`src/rtl/snm_pkg.sv`:
```
package snm_pkg;
    // Kind of access granted to the array in one cycle
    typedef enum logic [2:0] {
        ACC_IDLE    = 3'd0,
        ACC_CPU_RD  = 3'd1,
        ACC_CPU_WR  = 3'd2,
        ACC_CPU_BLK = 3'd3,   // processor write dropped by the door guard
        ACC_LD_RD   = 3'd4,
        ACC_LD_WR   = 3'd5
    } acc_e;

    function automatic logic acc_is_write(input acc_e a);
        return (a == ACC_CPU_WR) || (a == ACC_LD_WR);
    endfunction
endpackage

```
`src/rtl/snm_arbiter.sv`:
```
// Chooses which port owns the array and applies the door guard.
module snm_arbiter
    import snm_pkg::*;
#(
    parameter int ADDR_W = 8,
    parameter int BUS_W  = 8,
    parameter int NIB_W  = 4
) (
    input  logic              prot_n,
    input  logic              cpu_sel,
    input  logic              cpu_we,
    input  logic [ADDR_W-1:0] cpu_addr,
    input  logic [BUS_W-1:0]  cpu_wdata,
    input  logic              ld_en,
    input  logic              ld_we,
    input  logic [ADDR_W-1:0] ld_addr,
    input  logic [NIB_W-1:0]  ld_wdata,
    output acc_e              acc,
    output logic [ADDR_W-1:0] acc_addr,
    output logic [NIB_W-1:0]  acc_nib,
    output logic              cpu_hold
);
    localparam int GUARD_BIT = ADDR_W - 1;

    logic guarded_d;
    logic unused_hi_bits;

    assign unused_hi_bits = ^cpu_wdata[BUS_W-1:NIB_W];

    always_comb begin
        acc       = ACC_IDLE;
        acc_addr  = cpu_addr;
        acc_nib   = cpu_wdata[NIB_W-1:0];
        cpu_hold  = ld_en;
        guarded_d = cpu_addr[GUARD_BIT] && !prot_n;
        if (ld_en) begin
            acc_addr = ld_addr;
            acc_nib  = ld_wdata;
            acc      = ld_we ? ACC_LD_WR : ACC_LD_RD;
        end else if (cpu_sel) begin
            if (!cpu_we)        acc = ACC_CPU_RD;
            else if (guarded_d) acc = ACC_CPU_BLK;
            else                acc = ACC_CPU_WR;
        end
    end
endmodule

```
`src/rtl/snm_array.sv`:
```
// Nibble storage with registered read paths for each port.
module snm_array
    import snm_pkg::*;
#(
    parameter int ADDR_W = 8,
    parameter int NIB_W  = 4
) (
    input  logic              clk,
    input  logic              rst_n,
    input  acc_e              acc,
    input  logic [ADDR_W-1:0] acc_addr,
    input  logic [NIB_W-1:0]  acc_nib,
    output logic [NIB_W-1:0]  cpu_nib,
    output logic [NIB_W-1:0]  ld_nib
);
    localparam int DEPTH = 1 << ADDR_W;

    typedef struct packed {
        logic [NIB_W-1:0] cpu_nib;
        logic [NIB_W-1:0] ld_nib;
    } rd_st_t;

    logic [NIB_W-1:0] mem_q [DEPTH];
    rd_st_t           rd_d, rd_q;

    always_comb begin
        rd_d = rd_q;
        case (acc)
            ACC_CPU_RD: rd_d.cpu_nib = mem_q[acc_addr];
            ACC_LD_RD:  rd_d.ld_nib  = mem_q[acc_addr];
            default:    rd_d = rd_q;
        endcase
    end

    always_ff @(posedge clk) begin
        if (!rst_n) rd_q <= '0;
        else        rd_q <= rd_d;
    end

    // Battery-backed contents: kept across reset
    always_ff @(posedge clk) begin
        if (acc_is_write(acc)) mem_q[acc_addr] <= acc_nib;
    end

    assign cpu_nib = rd_q.cpu_nib;
    assign ld_nib  = rd_q.ld_nib;
endmodule

```
`src/rtl/snm_rd_fmt.sv`:
```
// Widens the stored nibble to the processor bus with the unused bits high.
module snm_rd_fmt #(
    parameter int BUS_W = 8,
    parameter int NIB_W = 4
) (
    input  logic [NIB_W-1:0] nib,
    output logic [BUS_W-1:0] bus
);
    localparam int PAD_W = BUS_W - NIB_W;

    always_comb bus = {{PAD_W{1'b1}}, nib};
endmodule

```
`src/rtl/settings_nibble_ram.sv`:
```
module settings_nibble_ram
    import snm_pkg::*;
#(
    parameter int ADDR_W = 8,
    parameter int BUS_W  = 8,
    parameter int NIB_W  = 4
) (
    input  logic              clk,
    input  logic              rst_n,
    input  logic              prot_n,
    input  logic              cpu_sel,
    input  logic              cpu_we,
    input  logic [ADDR_W-1:0] cpu_addr,
    input  logic [BUS_W-1:0]  cpu_wdata,
    output logic [BUS_W-1:0]  cpu_rdata,
    input  logic              ld_en,
    input  logic              ld_we,
    input  logic [ADDR_W-1:0] ld_addr,
    input  logic [NIB_W-1:0]  ld_wdata,
    output logic [NIB_W-1:0]  ld_rdata,
    output logic              cpu_hold
);
    acc_e              acc;
    logic [ADDR_W-1:0] acc_addr;
    logic [NIB_W-1:0]  acc_nib;
    logic [NIB_W-1:0]  cpu_nib;

    snm_arbiter #(.ADDR_W(ADDR_W), .BUS_W(BUS_W), .NIB_W(NIB_W)) u_arb (
        .prot_n    (prot_n),
        .cpu_sel   (cpu_sel),
        .cpu_we    (cpu_we),
        .cpu_addr  (cpu_addr),
        .cpu_wdata (cpu_wdata),
        .ld_en     (ld_en),
        .ld_we     (ld_we),
        .ld_addr   (ld_addr),
        .ld_wdata  (ld_wdata),
        .acc       (acc),
        .acc_addr  (acc_addr),
        .acc_nib   (acc_nib),
        .cpu_hold  (cpu_hold)
    );

    snm_array #(.ADDR_W(ADDR_W), .NIB_W(NIB_W)) u_arr (
        .clk      (clk),
        .rst_n    (rst_n),
        .acc      (acc),
        .acc_addr (acc_addr),
        .acc_nib  (acc_nib),
        .cpu_nib  (cpu_nib),
        .ld_nib   (ld_rdata)
    );

    snm_rd_fmt #(.BUS_W(BUS_W), .NIB_W(NIB_W)) u_fmt (
        .nib (cpu_nib),
        .bus (cpu_rdata)
    );
endmodule

```
`config.mk`:
```
export PLATFORM = sky130hd
export DESIGN_NAME = settings_nibble_ram
export DESIGN_NICKNAME = d
export VERILOG_FILES = /design/src/rtl/snm_pkg.sv /design/src/rtl/snm_arbiter.sv /design/src/rtl/snm_array.sv /design/src/rtl/snm_rd_fmt.sv /design/src/rtl/settings_nibble_ram.sv
export SDC_FILE = /design/constraint.sdc
export NUM_CORES = 1
export LEC_CHECK = 0
export ABC_CLOCK_PERIOD_IN_PS = 3800
export BUFFER_PORTS_ARGS = -buffer_cell sky130_fd_sc_hd__buf_2
export CORE_MARGIN = 5
export CORE_UTILIZATION = 45
export DETAILED_ROUTE_END_ITERATION = 12
export PLACE_DENSITY = 0.59
export SLEW_MARGIN = 20
export SYNTH_ARGS = -nofsm -noshare
export SYNTH_HDL_FRONTEND = slang
export SYNTH_HIERARCHICAL = 1
export SYNTH_SLANG_ARGS = --single-unit
```
`constraint.sdc`:
```
create_clock -name clk -period 3.8 [get_ports clk]
set_clock_uncertainty 0.05 [all_clocks]
set_input_delay 0.76 -clock clk [delete_from_list [all_inputs] [get_ports clk]]
set_output_delay 0.76 -clock clk [all_outputs]
set_load 0.005 [all_outputs]
```
# Yosys cells after proc, flatten, opt, wreduce, memory -nomap -nowiden
# Memory sizes are Yosys's and may differ from the RTL's.
# Index checks and enable logic that the tools add are counted.
dict set report word_totals {
  ff_bits 8
  ramBits 1024
  in_bits 35
  out_inout_bits 13
  wordCells 19
  mem_count 1
}
# name words width read_ports rd_ports_with_merged_regs wr line
set mem_list {}
lappend mem_list {u_arr.mem_q 256 4 1 0 1 snm_array.sv:23} ;# logic [NIB_W-1:0] mem_q [DEPTH];
dict set report op_classes {
  eq_ne 4
  mux 9
  n_reduce_logical 3
}
# cell count
set ops {}
lappend ops {{$mux W3} 3}
lappend ops {{$mux W8} 1}
lappend ops {{$eq A3 B3 Y1 const B} 2}
lappend ops {{$mux W1} 4}
lappend ops {{$mux W4} 1}
lappend ops {{$eq A3 B1 Y1 const B} 1}
lappend ops {{$eq A3 B2 Y1 const B} 1}
lappend ops {{$logic_and A1 B1 Y1} 1}
lappend ops {{$logic_not A1 Y1} 1}
lappend ops {{$logic_or A1 B1 Y1} 1}

# Longest topological paths before layout
# Gate-level depths: netlist of run 1.
dict set report logic_depth {
  depth_word 10
  mapped_depth 13
  mapped_depth_nobuf 8
}

# Cells and area by module
# Netlist of run 1, hierarchy kept.
# module instances cells_each area_per_inst_um2 seq_area_each_um2
set modules_own_cells {}
lappend modules_own_cells {snm_array 1 2224 41001.8 30909.6}
lappend modules_own_cells {snm_arbiter 1 20 193.9 0.0}
lappend modules_own_cells {snm_rd_fmt 1 9 63.8 0.0}

# Worst setup path after synthesis of run 1
# No wires, ideal clock.
dict set report synth_path {
  path_type {input -> register}
  start {input port ld_en}
  end {memory u_arr.mem_q[136][0] (enable)}
  setup_time_ps 330
  arrival_time_ps 3107
  required_ps 3420
  path_slack_ps 313
  stages 11
  n_path_buf 7
  cell_sequence {buf_6 > mux2_2 > buf_2 > buf_2 > buf_2 > clkbuf_1 > buf_2 > nor2_1 > nand3_1 > buf_2 > nor2_1}
}
dict set report synth_between {
  elab_cells_between_ends 7
  cone_classes {2 x eq/ne; 4 x mux; 1 x reduce/logical}
}
# element line
set synth_lines {}
lappend synth_lines {{start, declared} settings_nibble_ram.sv:16} ;# input logic ld_en,
lappend synth_lines {{$mux W8} snm_arbiter.sv:36} ;# if (ld_en) begin
lappend synth_lines {{net acc_addr[1]} settings_nibble_ram.sv:24} ;# logic [ADDR_W-1:0] acc_addr;
lappend synth_lines {{end, declared} snm_array.sv:23}
# The timed path passes the listed nets, and every way through them passes these cells.

# Worst setup path after layout of run 1
dict set report layout_path {
  start {input port ld_en}
  end {register, netlist name u_arr/ld_nib[0]}
}
dict set report layout_between {
  elab_chain_cells 2
  elab_cells_between_ends 4
  cone_classes {1 x eq/ne; 2 x mux; 1 x memory}
}
# element line
set layout_lines {}
lappend layout_lines {{$mux W8} snm_arbiter.sv:36}
lappend layout_lines {{net acc_addr[3]} settings_nibble_ram.sv:24}
lappend layout_lines {{$mem_v2 Z256 W4} n/a}
# The timed path passes the listed nets, and every way through them passes these cells.
# A chain may end at the register's enable or synchronous reset.

==> reports/metrics.yaml, run 1 <==
timing:
  hold_violations: 0
  max_slew_margin: 0.549
  timing.hold.ws_ns: 0.399
  rsz0062_at_grt: "no"
  period_share: 0.890
  fmax_mhz: 296
  period_needed_ns: 3.38
  finalMaxSlewViolations: 0
  setup_viol: 0
  fin_ws_ns: 0.419
  worst_pin_slew_ns: 0.674
detailed_routing:
  initialDrtViolationCount: 2148
  via_per_inst: 5.70
  wirelength_um: 101000
  drtAntennaViolNets: 0
  firstDrtPassIters: 5
  drc: 0
  num_vias: 22000
  post_drt_wl_per_cell_um: 26.1
logic_synthesis:
  yosys_warnings: 6
  synth_compound_area_frac: 0.0390
  netlist_area_mm2: 0.0413
  synth-simple-area-share: 0.0469
  synth_area_per_cell_um2: 18.3
  synthAdderAreaFrac: 0
  ys_types: 45
  synth_enable_flop_cells: 1024
  synth_top_family_by_area: "multiplexers"
  ys_dominant_reg_cell: "edfxtp_1"
  ys_ff_latch: 1032
  ys_seq_area_frac: 0.749
  synth_mux_area_frac: 0.144
  synth-xor-area-share: 0
  async_flop_share: 0
  syn-instance-count: 2253
hold_path:
  min_from: "rst_n"
  hp-class: "input pin to flip-flop"
  min_to: "u_arr/ld_nib[1]"
  hold_path_depth: 3
clock_network:
  cts_tree: "built"
  insertion_delay_ns: 0.68
  cts_made_buffers: 103
  cts_setup_buffers: 0
  htreeDepth: 3
  holdBufCountCts: 0
  clk_pin_slew_ns: 0.06
  cts-resized-gates: 0
  cts_buffer_depth: 3
  cts_sinks: 1032
  root_buffer: "clkbuf_16"
die:
  start_util: 0.451
  fp.dieW_um: 313
  die_area_mm2: 0.0978
  core_area_mm2: 0.0914
  io_pins: 48
  rows: 111
  fp.dieH_um: 313
layout:
  post-route-util: 0.530
  syn2layout_area_growth_pct: 17.4
  num_antenna_cells: 0
  drive_above_1_share: 0.285
  fin_nets: 2622
setup_path:
  rr_endpoint: "u_arr/ld_nib[0]"
  cp_max_fo: 14
  slowest_stage: "nor3b_1"
  path_class: "input pin to flip-flop"
  critPathBufInv: 6
  critPathMaxStageDelay_ns: 0.58
  ff2ff_setup_slack_ns: 1.05
  end_kind: "flip-flop"
  path_delay_family: "compound AO/OA/AOI/OAI gates"
  start_kind: "input pin"
  worstPathRequired_ns: 4.31
  r2r_start: "u_arr/mem_q[176][0]"
  reg2reg_depth: 7
  path_cells: "buf_2 > buf_4 > mux2_2 > buf_12 > buf_12 > nor3b_1 > a22o_1 > a221oi_1 > buf_4 > a31oi_1 > a2111o_1 > o31ai_1 > buf_4 > o22ai_1"
  crit_top_cell: "buf_4"
  cp.arrival_ns: 3.90
global_routing:
  grt_pass1_wl_um: 149000
  grtUsageTotal: 0.204
  overflow: 0
  antenna_found_initial: 0
  grt_pass1_vias: 22900
  grt_max_degree: 85
power:
  powerDensity_mw_per_mm2: 505
  power_frac_seq: 0.517
  pwr-share-comb: 0.080
  switchingPower_uw: 5340
  p_clk_frac: 0.403
  p_int_uw: 19100
  swShare: 0.218
  ir_worst_vdd_uv: 364
  power_uw: 24500
  p_leak_uw: 0.0160
placement:
  globalplace.congestion: 0.863
  numPortBuffers: 39
  place_hpwl_um: 66700
  dp_slack_ns: -0.209
run_status:
  status: "completed"
flow_run:
  drv_cap: 0
stage by stage:
stage          area, µm²  std cells  TNS (ns)
3_3_place_gp       45200       3668    -0.916
3_5_place_dp       45200       3668     -1.14
2_1_floorplan      41300       2256         0
5_1_grt            48400       3855         0
4_1_cts            48400       3855         0
6_report           48400       3855         0
sequential cells by signal, summed over array words and instances (netlist names):
name and count:
u_arr/ld_nib 4, u_arr/mem_q 1024, u_arr/cpu_nib 4
worst register-to-register path: stages, from the launching register on:
cell      delay (ns)
edfxtp_1        0.38
mux4_2          0.51
mux4_2          0.53
a32o_1          0.28
a2111o_1        0.47
o31ai_1         0.11
buf_4           0.19
o22ai_1         0.10
power by group through the flow:
stage               Sequential (µW)  Combinational (µW)  Clock, µW
finish                        12600                1960       9860
global route                  12600                2080      10500
CTS                           12600                1970      10000
detailed placement            12900                1970          0
global placement              12900                1930          0
floorplan                     12900                1100          0
layout make-up:
cell class	instances	area [µm²]
repair buffers	380	3170
well taps	1186	1480
clock buffers	127	2700
fillers	7184	42900
clock inverters	60	574
multi-input cells	1067	9600
flip-flops and latches	1032	30900
inverters	3	11.3
synth_stat cells (18+ instances only):
| library cell | number | area share |
|---|---|---|
| nand3_1 | 25 | 0.0030 |
| o21ai_0 | 29 | 0.0035 |
| o22ai_1 | 56 | 0.0085 |
| mux4_2 | 152 | 0.083 |
| mux2i_1 | 153 | 0.037 |
| a221oi_1 | 40 | 0.0085 |
| buf_2 | 33 | 0.0040 |
| nor2b_1 | 18 | 0.0027 |
| nor3_1 | 20 | 0.0024 |
| edfxtp_1 | 1024 | 0.75 |
| clkbuf_1 | 65 | 0.0059 |
| mux2_2 | 78 | 0.021 |
| nand2_1 | 51 | 0.0046 |
| a22oi_1 | 32 | 0.0058 |
| buf_4 | 32 | 0.0058 |
| nor2_1 | 281 | 0.026 |
routing by layer:
metal | GRT usage | share of wire | vias up
met2 | 0.331 | 0.48 | 779
met4 | 0.0585 | 0.025 | 0
met3 | 0.0493 | 0.080 | 130
met1 | 0.280 | 0.41 | 11400
met5 | 0 | 0 | -
li1 | - | - | 9720
placed cells by master (no fill, tap or decap), types with 5 or more instances in the layout:
| cell | Yosys | layout |
|---|---|---|
| a211oi_1 | 8 | 8 |
| a221oi_1 | 40 | 40 |
| a22o_1 | 16 | 16 |
| a22oi_1 | 32 | 32 |
| a31oi_1 | 13 | 13 |
| and3_1 | 6 | 6 |
| buf_12 | 0 | 33 |
| buf_2 | 33 | 39 |
| buf_4 | 32 | 308 |
| bufinv_16 | 0 | 10 |
| clkbuf_1 | 65 | 21 |
| clkbuf_16 | 0 | 103 |
| clkinv_1 | 1 | 19 |
| clkinv_2 | 0 | 22 |
| clkinvlp_4 | 0 | 5 |
| dfxtp_1 | 8 | 8 |
| edfxtp_1 | 1024 | 1024 |
| mux2_1 | 10 | 10 |
| mux2_2 | 78 | 72 |
| mux2_8 | 0 | 6 |
| mux2i_1 | 153 | 153 |
| mux4_2 | 152 | 152 |
| nand2_1 | 51 | 51 |
| nand2b_1 | 15 | 15 |
| nand3_1 | 25 | 25 |
| nand4_1 | 15 | 15 |
| nor2_1 | 281 | 281 |
| nor2b_1 | 18 | 17 |
| nor3_1 | 20 | 20 |
| o21ai_0 | 29 | 28 |
| o21ai_1 | 4 | 5 |
| o22ai_1 | 56 | 56 |
cell families (layout without fill, tap and decap cells):
kind of cell | after synthesis | in the layout
flops | 1032 | 1032
simple gates | 448 | 448
mux | 393 | 393
compound gates | 222 | 222
buf+inv | 157 | 570
other cells | 1 | 4
worst max-delay path by stage:
stage	start	end	slack (ns)	depth (start not counted)
6_report	ld_en	u_arr/ld_nib[0]	0.42	14
5_1_grt	ld_en	u_arr/ld_nib[0]	0.28	13
4_1_cts	ld_en	u_arr/ld_nib[0]	0.49	13
3_5_place_dp	ld_en	u_arr/ld_nib[0]	-0.21	13
3_3_place_gp	ld_en	u_arr/ld_nib[0]	-0.15	13
2_1_floorplan	ld_en	u_arr/mem_q[136][0]	0.31	11
(Power assumes the default switching activity.)
==> run 2, diff against run 1 <==
BUFFER_PORTS_ARGS = -buffer_cell sky130_fd_sc_hd__clkbuf_2   (was -buffer_cell sky130_fd_sc_hd__buf_2)
==> reports/metrics.yaml, run 2 (synthesis gave the netlist of run 1 again) <==
placement:
  dp_slack_ns: -0.186  # +0.0236 ns
  globalplace.congestion: 0.850  # -1.6%
  numPortBuffers: 39  # unchanged
  place_hpwl_um: 65900  # -1.3%
  dp_cells: 3605  # -1.7%
clock_network:
  htreeDepth: 3  # unchanged
  holdBufCountCts: 0  # unchanged
  cts_made_buffers: 104  # +0.97%
  cts_sinks: 1032  # unchanged
  cts-resized-gates: 0  # unchanged
  cts_buffer_depth: 3  # unchanged
  root_buffer: "clkbuf_16"
  clk_pin_slew_ns: 0.06  # about the same
  cts_setup_buffers: 0  # unchanged
  insertion_delay_ns: 0.67  # about the same
  cts_tree: "built"
layout:
  post-route-util: 0.528  # -0.00223
  final_cell_mix: "edfxtp_1, nor2_1, buf_4"
  fin_cells: 3801  # -1.4%
  drive_above_1_share: 0.269  # -0.0158
  fillCellCount: 7166  # -0.25%
  syn2layout_area_growth_pct: 16.9
  mostFrequentLayoutCell: "edfxtp_1"
  largest_reg_flops: 1024  # unchanged
  fin_nets: 2560  # -2.4%
  largest_register: "u_arr/mem_q"
detailed_routing:
  via_per_inst: 5.77  # +1.2%
  post_drt_wl_per_cell_um: 26.2  # +0.36%
  initialDrtViolationCount: 2275  # +5.9%
  wirelength_um: 99700  # -1.0%
  drc: 0  # unchanged
  firstDrtPassIters: 5  # unchanged
  num_vias: 21900  # -0.17%
  drtAntennaViolNets: 0  # unchanged
global_routing:
  grt_max_degree: 129  # +52%
  overflow: 0  # unchanged
  antenna_found_initial: 2  # +2
  grtUsageTotal: 0.202  # -0.00224
  grt_pass1_wl_um: 149000  # -0.25%
  grt_pass1_vias: 22700  # -0.76%
setup_path:
  end_kind: "flip-flop"
  start_kind: "input pin"
  critPathMaxStageDelay_ns: 0.50  # -0.08 ns
  cp_max_fo: 19  # +5
  path_class: "input pin to flip-flop"
  r2r_start: "u_arr/mem_q[59][0]"
  cp.arrival_ns: 3.85  # -0.05 ns
  crit_top_cell: "buf_4"
  path_cells: "clkbuf_2 > mux2_8 > buf_4 > buf_4 > mux2i_1 > a221oi_1 > o21ai_0 > nand4_1 > buf_4 > a2111o_1 > o31ai_1 > buf_4 > o22ai_1"
  slowest_stage: "mux2_8"
  worstSetupStartpoint: "ld_en"
  worstPathRequired_ns: 4.29  # -0.02 ns
power:
  p_leak_uw: 0.0158  # -1.4%
  powerDensity_mw_per_mm2: 518  # +2.7%
  power_frac_seq: 0.505  # -0.012
  switchingPower_uw: 5430  # +1.7%
  swShare: 0.217  # -0.00111
  p_clk_frac: 0.416  # +0.013
  p_int_uw: 19600  # +2.4%
  pwr-share-comb: 0.079  # about the same
  ir_worst_vdd_uv: 426  # +17%
flow_run:
  drv_cap: 0  # unchanged
timing:
  hold_violations: 0  # unchanged
  period_needed_ns: 3.36  # -0.0201 ns
  worst_pin_slew_ns: 0.888  # +0.214 ns
  max_slew_margin: 0.408  # -0.142
  setup_viol: 0  # unchanged
  period_share: 0.885  # -0.00530
  fin_ws_ns: 0.439  # +0.0201 ns
  finalSetupTns_ns: 0  # unchanged
  fmax_mhz: 298  # +0.60%
  finalMaxSlewViolations: 0  # unchanged
  rsz0062_at_grt: "no"
die:
  fp.dieW_um: 313  # unchanged
  io_pins: 48  # unchanged
  start_util: 0.451  # unchanged
  rows: 111  # unchanged
  die_area_mm2: 0.0978  # unchanged
  core_area_mm2: 0.0914  # unchanged
  fp.dieH_um: 313  # unchanged
hold_path:
  min_from: "u_arr/cpu_nib[2]"
  hp-class: "flip-flop to flip-flop"
run_status:
  status: "completed"
run 2: cell type report:
class,count,area [µm²],area share
Clock buffer,122,2690,0.0558
Tap cell,1186,1480,0.0308
Clock inverter,73,805,0.0167
Antenna cell,1,2.50,0.0000519
Sequential cell,1032,30900,0.641
Timing Repair Buffer,317,2730,0.0566
Inverter,3,11.3,0.000233
Multi-Input combinational cell,1067,9600,0.199
run 2: final timing paths:
kind | depth (start not counted) | to | slack (ns)
worst max-delay path | 13 | u_arr/ld_nib[1] | 0.44
worst min-delay path | 2 | u_arr/cpu_nib[2] | 0.42
worst max register to register | 7 | u_arr/ld_nib[0] | 1.09
worst min register to register | 2 | u_arr/cpu_nib[2] | 0.42
run 2: layer usage:
layer / track usage / share of wire / up-vias
li1: - / - / 9607
met1: 0.285 / 0.43 / 11400
met2: 0.331 / 0.48 / 734
met3: 0.0313 / 0.060 / 154
met4: 0.0587 / 0.029 / 0
met5: 0 / 0 / -
run 2: worst max-delay path: cells and delay by family:
kind                   cells  cell delay, ns
AO/OA/AOI/OAI              5            0.92
buffers and inverters      5            1.16
multiplexers               2            0.81
AND/OR/NAND/NOR            1            0.14
run 2: per-stage QoR:
step	power [µW]	area, µm²	hold slack [ns]
after CTS	25200	48200	0.382
after global routing	25800	48200	0.439
after floorplan	14000	41300	0.397
after detailed placement	14800	44700	0.412
after global placement	14800	44700	0.407
final	25000	48200	0.421
run 2: power by group through the flow:
| stage | Sequential, µW | Clock [µW] | Combinational, µW |
|---|---|---|---|
| 5_1_grt | 12600 | 11100 | 2080 |
| 3_3_place_gp | 12900 | 0 | 1940 |
| 3_5_place_dp | 12900 | 0 | 1970 |
| 4_1_cts | 12600 | 10600 | 1980 |
| 2_1_floorplan | 12900 | 0 | 1100 |
| 6_report | 12600 | 10400 | 1960 |
